File: config.mk
export PLATFORM = sky130hd
export DESIGN_NAME = stop_clock_ctrl
export DESIGN_NICKNAME = d
export VERILOG_FILES = /design/src/rtl/pwrctl_pkg.sv /design/src/rtl/pwrctl_wake.sv /design/src/rtl/pwrctl_regs.sv /design/src/rtl/pwrctl_fsm.sv /design/src/rtl/stop_clock_ctrl.sv
export SDC_FILE = /design/constraint.sdc
export NUM_CORES = 1
export LEC_CHECK = 0
export CAP_MARGIN = 20
export CORE_MARGIN = 2
export CORE_UTILIZATION = 25
export DETAILED_ROUTE_END_ITERATION = 10
export SYNTH_ARGS = -nofsm -noshare
export SYNTH_HDL_FRONTEND = slang
export SYNTH_SLANG_ARGS = --single-unit
File: constraint.sdc
create_clock -name clk -period 3.4 [get_ports clk]
set_clock_uncertainty 0.15 [all_clocks]
set_input_delay 0.51 -clock clk [delete_from_list [all_inputs] [get_ports clk]]
set_output_delay 0.51 -clock clk [all_outputs]
set_load 0.05 [all_outputs]
File: src/rtl/pwrctl_pkg.sv
package pwrctl_pkg;

  localparam int DATA_W = 8;

  // bit positions inside the clock configuration register
  localparam int BIT_MAIN_OFF = 0;
  localparam int BIT_SUB_PORT = 1;
  localparam int BIT_SEL_SUB  = 2;
  // bit position inside the stop register
  localparam int BIT_ALL_STOP = 0;
  // bit position inside the lock register
  localparam int BIT_UNLOCK   = 0;

  // reserved-bit masks, a write touching any of these is discarded
  localparam logic [DATA_W-1:0] CFG_RSV  = 8'hF8;
  localparam logic [DATA_W-1:0] STOP_RSV = 8'hFE;
  localparam logic [DATA_W-1:0] LOCK_RSV = 8'hFE;

  typedef enum logic [1:0] {
    ST_RUN    = 2'd0,
    ST_STOP   = 2'd1,
    ST_SETTLE = 2'd2
  } pwrState_t;

  // strobes from the control to the register datapath
  typedef struct packed {
    logic busOpen;   // bus writes may be accepted
    logic clrStop;   // wake-up accepted, clear stop bit
    logic oscOn;     // oscillator gates allowed
  } ctrlStrobes_t;

endpackage

File: src/rtl/pwrctl_wake.sv
module pwrctl_wake
  import pwrctl_pkg::*;
#(
  parameter int NUM_SRC = 8,
  parameter int LVL_W   = 3
) (
  input  logic [NUM_SRC-1:0]       irqReq,
  input  logic [NUM_SRC-1:0]       irqEnable,
  input  logic [NUM_SRC*LVL_W-1:0] irqLevel,
  input  logic                     cpuIntEn,
  input  logic [LVL_W-1:0]         cpuLevel,
  output logic                     wake
);

  logic [NUM_SRC-1:0] srcHit;

  for (genvar i = 0; i < NUM_SRC; i++) begin : g_src
    logic [LVL_W-1:0] srcLvl;
    assign srcLvl    = irqLevel[i*LVL_W +: LVL_W];
    assign srcHit[i] = irqReq[i] && irqEnable[i] && (srcLvl > cpuLevel);
  end

  assign wake = cpuIntEn && (|srcHit);

endmodule

File: src/rtl/pwrctl_regs.sv
module pwrctl_regs
  import pwrctl_pkg::*;
#(
  parameter int ADDR_W    = 8,
  parameter int CFG_ADDR  = 'h06,
  parameter int STOP_ADDR = 'h07,
  parameter int LOCK_ADDR = 'h0A
) (
  input  logic              clk,
  input  logic              rstN,
  input  ctrlStrobes_t      strobes,
  input  logic [ADDR_W-1:0] busAddr,
  input  logic              busWrEn,
  input  logic [DATA_W-1:0] busWrData,
  output logic [DATA_W-1:0] busRdData,
  output logic              stopWrite,
  output logic              unlockQ,
  output logic              mainClkEn,
  output logic              subClkEn,
  output logic              sysClkSel
);

  logic hitCfg, hitStop, hitLock;
  logic wrOpen;
  logic cfgWr, stopWr, lockWr;
  logic mainOffQ, subPortQ, selSubQ, allStopQ;
  logic selNext;

  assign hitCfg  = (busAddr == ADDR_W'(CFG_ADDR));
  assign hitStop = (busAddr == ADDR_W'(STOP_ADDR));
  assign hitLock = (busAddr == ADDR_W'(LOCK_ADDR));

  assign wrOpen  = strobes.busOpen && busWrEn;
  assign lockWr  = wrOpen && hitLock && ((busWrData & LOCK_RSV) == '0);
  assign cfgWr   = wrOpen && hitCfg && unlockQ && ((busWrData & CFG_RSV) == '0);
  assign stopWr  = wrOpen && hitStop && unlockQ && ((busWrData & STOP_RSV) == '0);

  assign stopWrite = stopWr && busWrData[BIT_ALL_STOP];

  // the source may move to the sub oscillator only when its port was
  // already enabled and stays enabled in this write
  assign selNext = busWrData[BIT_SEL_SUB] && busWrData[BIT_SUB_PORT] && subPortQ;

  always_ff @(posedge clk or negedge rstN) begin
    if (!rstN) begin
      unlockQ  <= 1'b0;
      mainOffQ <= 1'b0;
      subPortQ <= 1'b0;
      selSubQ  <= 1'b0;
      allStopQ <= 1'b0;
    end else begin
      if (lockWr) begin
        unlockQ <= busWrData[BIT_UNLOCK];
      end
      if (cfgWr) begin
        mainOffQ <= busWrData[BIT_MAIN_OFF];
        subPortQ <= busWrData[BIT_SUB_PORT];
        selSubQ  <= selNext;
      end
      if (strobes.clrStop) begin
        allStopQ <= 1'b0;
      end else if (stopWrite) begin
        allStopQ <= 1'b1;
      end
    end
  end

  always_comb begin
    busRdData = '0;
    if (hitCfg) begin
      busRdData[BIT_MAIN_OFF] = mainOffQ;
      busRdData[BIT_SUB_PORT] = subPortQ;
      busRdData[BIT_SEL_SUB]  = selSubQ;
    end else if (hitStop) begin
      busRdData[BIT_ALL_STOP] = allStopQ;
    end else if (hitLock) begin
      busRdData[BIT_UNLOCK] = unlockQ;
    end
  end

  assign mainClkEn = strobes.oscOn && !mainOffQ;
  assign subClkEn  = strobes.oscOn && subPortQ;
  assign sysClkSel = selSubQ;

endmodule

File: src/rtl/pwrctl_fsm.sv
module pwrctl_fsm
  import pwrctl_pkg::*;
#(
  parameter int SETTLE_CYCLES = 16
) (
  input  logic         clk,
  input  logic         rstN,
  input  logic         stopWrite,
  input  logic         wake,
  output pwrState_t    stateQ,
  output ctrlStrobes_t strobes,
  output logic         cpuClkEn
);

  localparam int CNT_W = $clog2(SETTLE_CYCLES + 1);
  localparam logic [CNT_W-1:0] CNT_LAST = CNT_W'(SETTLE_CYCLES - 1);

  logic [CNT_W-1:0] settleCnt;

  always_ff @(posedge clk or negedge rstN) begin
    if (!rstN) begin
      stateQ    <= ST_RUN;
      settleCnt <= '0;
    end else begin
      case (stateQ)
        ST_RUN: begin
          if (stopWrite) stateQ <= ST_STOP;
        end
        ST_STOP: begin
          if (wake) begin
            stateQ    <= ST_SETTLE;
            settleCnt <= '0;
          end
        end
        ST_SETTLE: begin
          if (settleCnt == CNT_LAST) begin
            stateQ <= ST_RUN;
          end else begin
            settleCnt <= settleCnt + 1'b1;
          end
        end
        default: stateQ <= ST_RUN;
      endcase
    end
  end

  always_comb begin
    strobes.busOpen = (stateQ == ST_RUN);
    strobes.clrStop = (stateQ == ST_STOP) && wake;
    strobes.oscOn   = (stateQ != ST_STOP);
  end

  assign cpuClkEn = (stateQ == ST_RUN);

endmodule

File: src/rtl/stop_clock_ctrl.sv
module stop_clock_ctrl
  import pwrctl_pkg::*;
#(
  parameter int NUM_SRC       = 8,
  parameter int LVL_W         = 3,
  parameter int ADDR_W        = 8,
  parameter int SETTLE_CYCLES = 16,
  parameter int CFG_ADDR      = 'h06,
  parameter int STOP_ADDR     = 'h07,
  parameter int LOCK_ADDR     = 'h0A
) (
  input  logic                     clk,
  input  logic                     rstN,
  input  logic [ADDR_W-1:0]        busAddr,
  input  logic                     busWrEn,
  input  logic [7:0]               busWrData,
  output logic [7:0]               busRdData,
  input  logic [NUM_SRC-1:0]       irqReq,
  input  logic [NUM_SRC-1:0]       irqEnable,
  input  logic [NUM_SRC*LVL_W-1:0] irqLevel,
  input  logic                     cpuIntEn,
  input  logic [LVL_W-1:0]         cpuLevel,
  output logic                     mainClkEn,
  output logic                     subClkEn,
  output logic                     sysClkSel,
  output logic                     cpuClkEn
);

  ctrlStrobes_t strobes;
  pwrState_t    stateQ;
  logic         stopWrite;
  logic         wake;
  logic         unlockQ;

  pwrctl_wake #(
    .NUM_SRC (NUM_SRC),
    .LVL_W   (LVL_W)
  ) uWake (
    .irqReq    (irqReq),
    .irqEnable (irqEnable),
    .irqLevel  (irqLevel),
    .cpuIntEn  (cpuIntEn),
    .cpuLevel  (cpuLevel),
    .wake      (wake)
  );

  pwrctl_fsm #(
    .SETTLE_CYCLES (SETTLE_CYCLES)
  ) uFsm (
    .clk       (clk),
    .rstN      (rstN),
    .stopWrite (stopWrite),
    .wake      (wake),
    .stateQ    (stateQ),
    .strobes   (strobes),
    .cpuClkEn  (cpuClkEn)
  );

  pwrctl_regs #(
    .ADDR_W    (ADDR_W),
    .CFG_ADDR  (CFG_ADDR),
    .STOP_ADDR (STOP_ADDR),
    .LOCK_ADDR (LOCK_ADDR)
  ) uRegs (
    .clk       (clk),
    .rstN      (rstN),
    .strobes   (strobes),
    .busAddr   (busAddr),
    .busWrEn   (busWrEn),
    .busWrData (busWrData),
    .busRdData (busRdData),
    .stopWrite (stopWrite),
    .unlockQ   (unlockQ),
    .mainClkEn (mainClkEn),
    .subClkEn  (subClkEn),
    .sysClkSel (sysClkSel)
  );

endmodule

==> qor.yml <==
min_path_cells: 1
busiest_layer: "met2"
clockBufferDepth: 2
slew_viol_final: 0
ys_seq_area_share_pct: 20.2
min_path_type: "flip-flop to flip-flop"
die_area_um2: 6580
critical_path_class: "input pin to flip-flop"
end_kind: "flip-flop"
start_kind: "input pin"
grt_pass1_wl_um: 6310
worst_r2r_endpoint: "uFsm.stateQ[0]"
worst_pin_slew_ns: 0.601
via_count: 1502
slowest_stage: "o41ai_1"
place_congestion: 0.789
ant_nets: 0
pin_count: 75
post-cts-setup-buffers: 0
fmax_mhz: 335
drive_gt1_share_pct: 8.79
synth_compound_area_share_pct: 20.5
syn_avg_cell_area_um2: 8.91
synth_xor_area_share_pct: 0
synth_top_family_by_area: "adder cells"
regToRegStartpoint: "uFsm.stateQ[0]"
numPortBuffers: 69
ff2ff_setup_slack_ns: 1.14
routed_wl_um: 3870
hpwl_um: 3390
root_buffer: "clkbuf_8"
viasPerCell: 4.78
initial_core_util_pct: 25.4
synthCells: 167
fillCellCount: 591
fin_nets: 333
synth.top_cell.area_share_pct: 25.2
synthSimpleGateAreaFrac_pct: 23.5
critPathRequiredTime_ns: 3.38
maxCapViolCount: 0
cts-buffers-inserted: 3
min_to: "uFsm.settleCnt[4]"
met1_usage_pct: 14.4
p_leak_nw: 0.972
crit_chain: "clkdlybuf4s50_1, inv_1, ha_1, nor2b_1, o311ai_1, o22ai_1, o41ai_1, a21oi_1, mux2_1"
clk_latency_ns: 0.25
cts_resized: 0
cts_tree: "built"
hold_buffers: 0
finalSetupViolCount: 0
max_slew_margin_pct: 59.8
drc: 0
grt_pass1_vias: 1522
drt_iter0_drc: 67
grt_usage_pct: 12.2
synth_area_leaders: "ha_1, dfrtp_1, nor2b_1"
ys_warn_count: 0
netlist_area_um2: 1490
die_y_um: 81.1
grt.overflow.total: 0
wl_per_cell_um: 12.3
grt_use_met3_pct: 2.89
core-area_um2: 5850
antenna_cells: 0
reg2reg_depth: 7
drt_pass1_iterations: 4
yosysTopAreaCell: "ha_1"
timing.final.crit_period_ns: 2.99
htree_levels: 1
min_period_over_period_pct: 87.9
clock-sinks: 12
startpoint: "cpuLevel[1]"
grt_max_degree: 13
die_w_um: 81.1
clkTransAtPathRegs_ns: 0.05
grt_util_met2_pct: 21.7
tns_ns: 0
cp_data_arrival_time_ns: 2.97
synthMuxAreaShare_pct: 3.78
holdCritStartpoint: "uFsm.settleCnt[4]"
peakVddDrop_mv: 0.0863
power_mw: 0.493
final-hold-violation-count: 0
crit_fanout: 8
synth_cell_types: 42
outcome: "completed"
rsz0062_at_grt: "false"
rows: 28
pwr_density_cell_nw_per_um2: 215
slowest_delay_ns: 0.49
antenna_found_initial: 0
synthAdderAreaFrac_pct: 25.2
ys_ff_latch: 12
area_growth_pct: 54.4
per-stage QoR:
step	cell area, um^2	util [%]	cells	hold WS (ns)	setup slack, ns
finish	2300	39.3	314	0.361	0.412
global route	2300	39.3	314	0.386	0.211
CTS	2300	39.3	314	0.372	0.360
detailed placement	2240	38.3	310	0.357	0.127
global placement	2240	38.3	310	0.326	0.195
floorplan	1500	-	171	0.0644	0.652
layout make-up:
cell class              count  area [um^2]  area share, %
flip-flops and latches     12          300           13.1
clock buffers               4         55.1           2.40
well taps                  75         93.8           4.08
repair buffers             69          683           29.7
multi-input cells         138         1100           48.1
inverters                  16         60.1           2.61
worst max-delay path by stage:
stage / cells after the start / slack (ns) / to
after global routing: 9 / 0.21 / uFsm.stateQ[0]
final: 9 / 0.41 / uFsm.stateQ[0]
after floorplan: 4 / 0.65 / busRdData[0]
after detailed placement: 9 / 0.13 / uFsm.stateQ[0]
after CTS: 9 / 0.36 / uFsm.stateQ[0]
after global placement: 9 / 0.20 / uFsm.settleCnt[1]
layout by cell type, fill, tap and decap left out, types with 2 or more instances in the layout:
cell type / count
nor2_1: 9
dfrtp_1: 12
o22ai_1: 5
or4_1: 2
nand4_1: 3
mux2_2: 4
and2_1: 2
nand2b_1: 3
a21oi_1: 4
o21ai_0: 11
nand2_1: 4
inv_1: 16
ha_1: 30
nand3_1: 11
and3_1: 2
clkdlybuf4s50_1: 66
clkbuf_8: 4
o311ai_2: 2
buf_4: 3
nor2b_1: 13
conb_1: 5
o311ai_1: 6
metal layers:
layer / part of all wire (%) / routed length [um] / vias up
met4: 1.1 / 44 / 0
met3: 7.6 / 295 / 6
li1: - / - / 767
met1: 44 / 1700 / 679
met5: 0 / 0 / -
met2: 47 / 1840 / 50
state kept, by name (all words and copies together), names as in the netlist:
register         count
uFsm.settleCnt       5
uFsm.stateQ          2
uRegs.allStopQ       1
uRegs.mainOffQ       1
uRegs.subPortQ       1
uRegs.sysClkSel      1
uRegs.unlockQ        1
cell usage after synthesis, drive strengths merged:
cell type  number
a22oi           1
o22ai           5
nor2            9
o311ai          9
a21o            1
ha             30
a32oi           1
a41oi           1
inv            16
a21oi           5
or2             1
nand3          11
or3             1
nand4           3
or4             3
buf             5
and2            2
nand2           4
nand2b          3
mux2            5
o22a            1
nor4            3
and4b           1
a22o            1
nor3            1
a32o            1
a311o           1
o21ai          11
o2bb2ai         1
dfrtp          12
conb            1
o41ai           1
nor2b          13
and3            3
worst max-delay path, delay by kind of cell:
family / cells / cell delay (ns)
buf+inv: 2 / 0.63
compound gates: 4 / 1.08
simple gates: 1 / 0.13
mux: 1 / 0.32
fa+ha+maj: 1 / 0.30
power by group:
| group | internal (mW) | switching [mW] |
|---|---|---|
| registers | 0.147 | 0.000977 |
| clock network | 0.103 | 0.0561 |
| logic | 0.105 | 0.0817 |
cell families (layout without fill, tap and decap cells):
group | count (synthesis) | in the layout
mux | 5 | 5
simple gates | 58 | 58
buf+inv | 21 | 89
flops | 12 | 12
other cells | 1 | 5
fa+ha+maj | 30 | 30
compound gates | 40 | 40
Note: power is estimated with default switching activity, not from simulation.
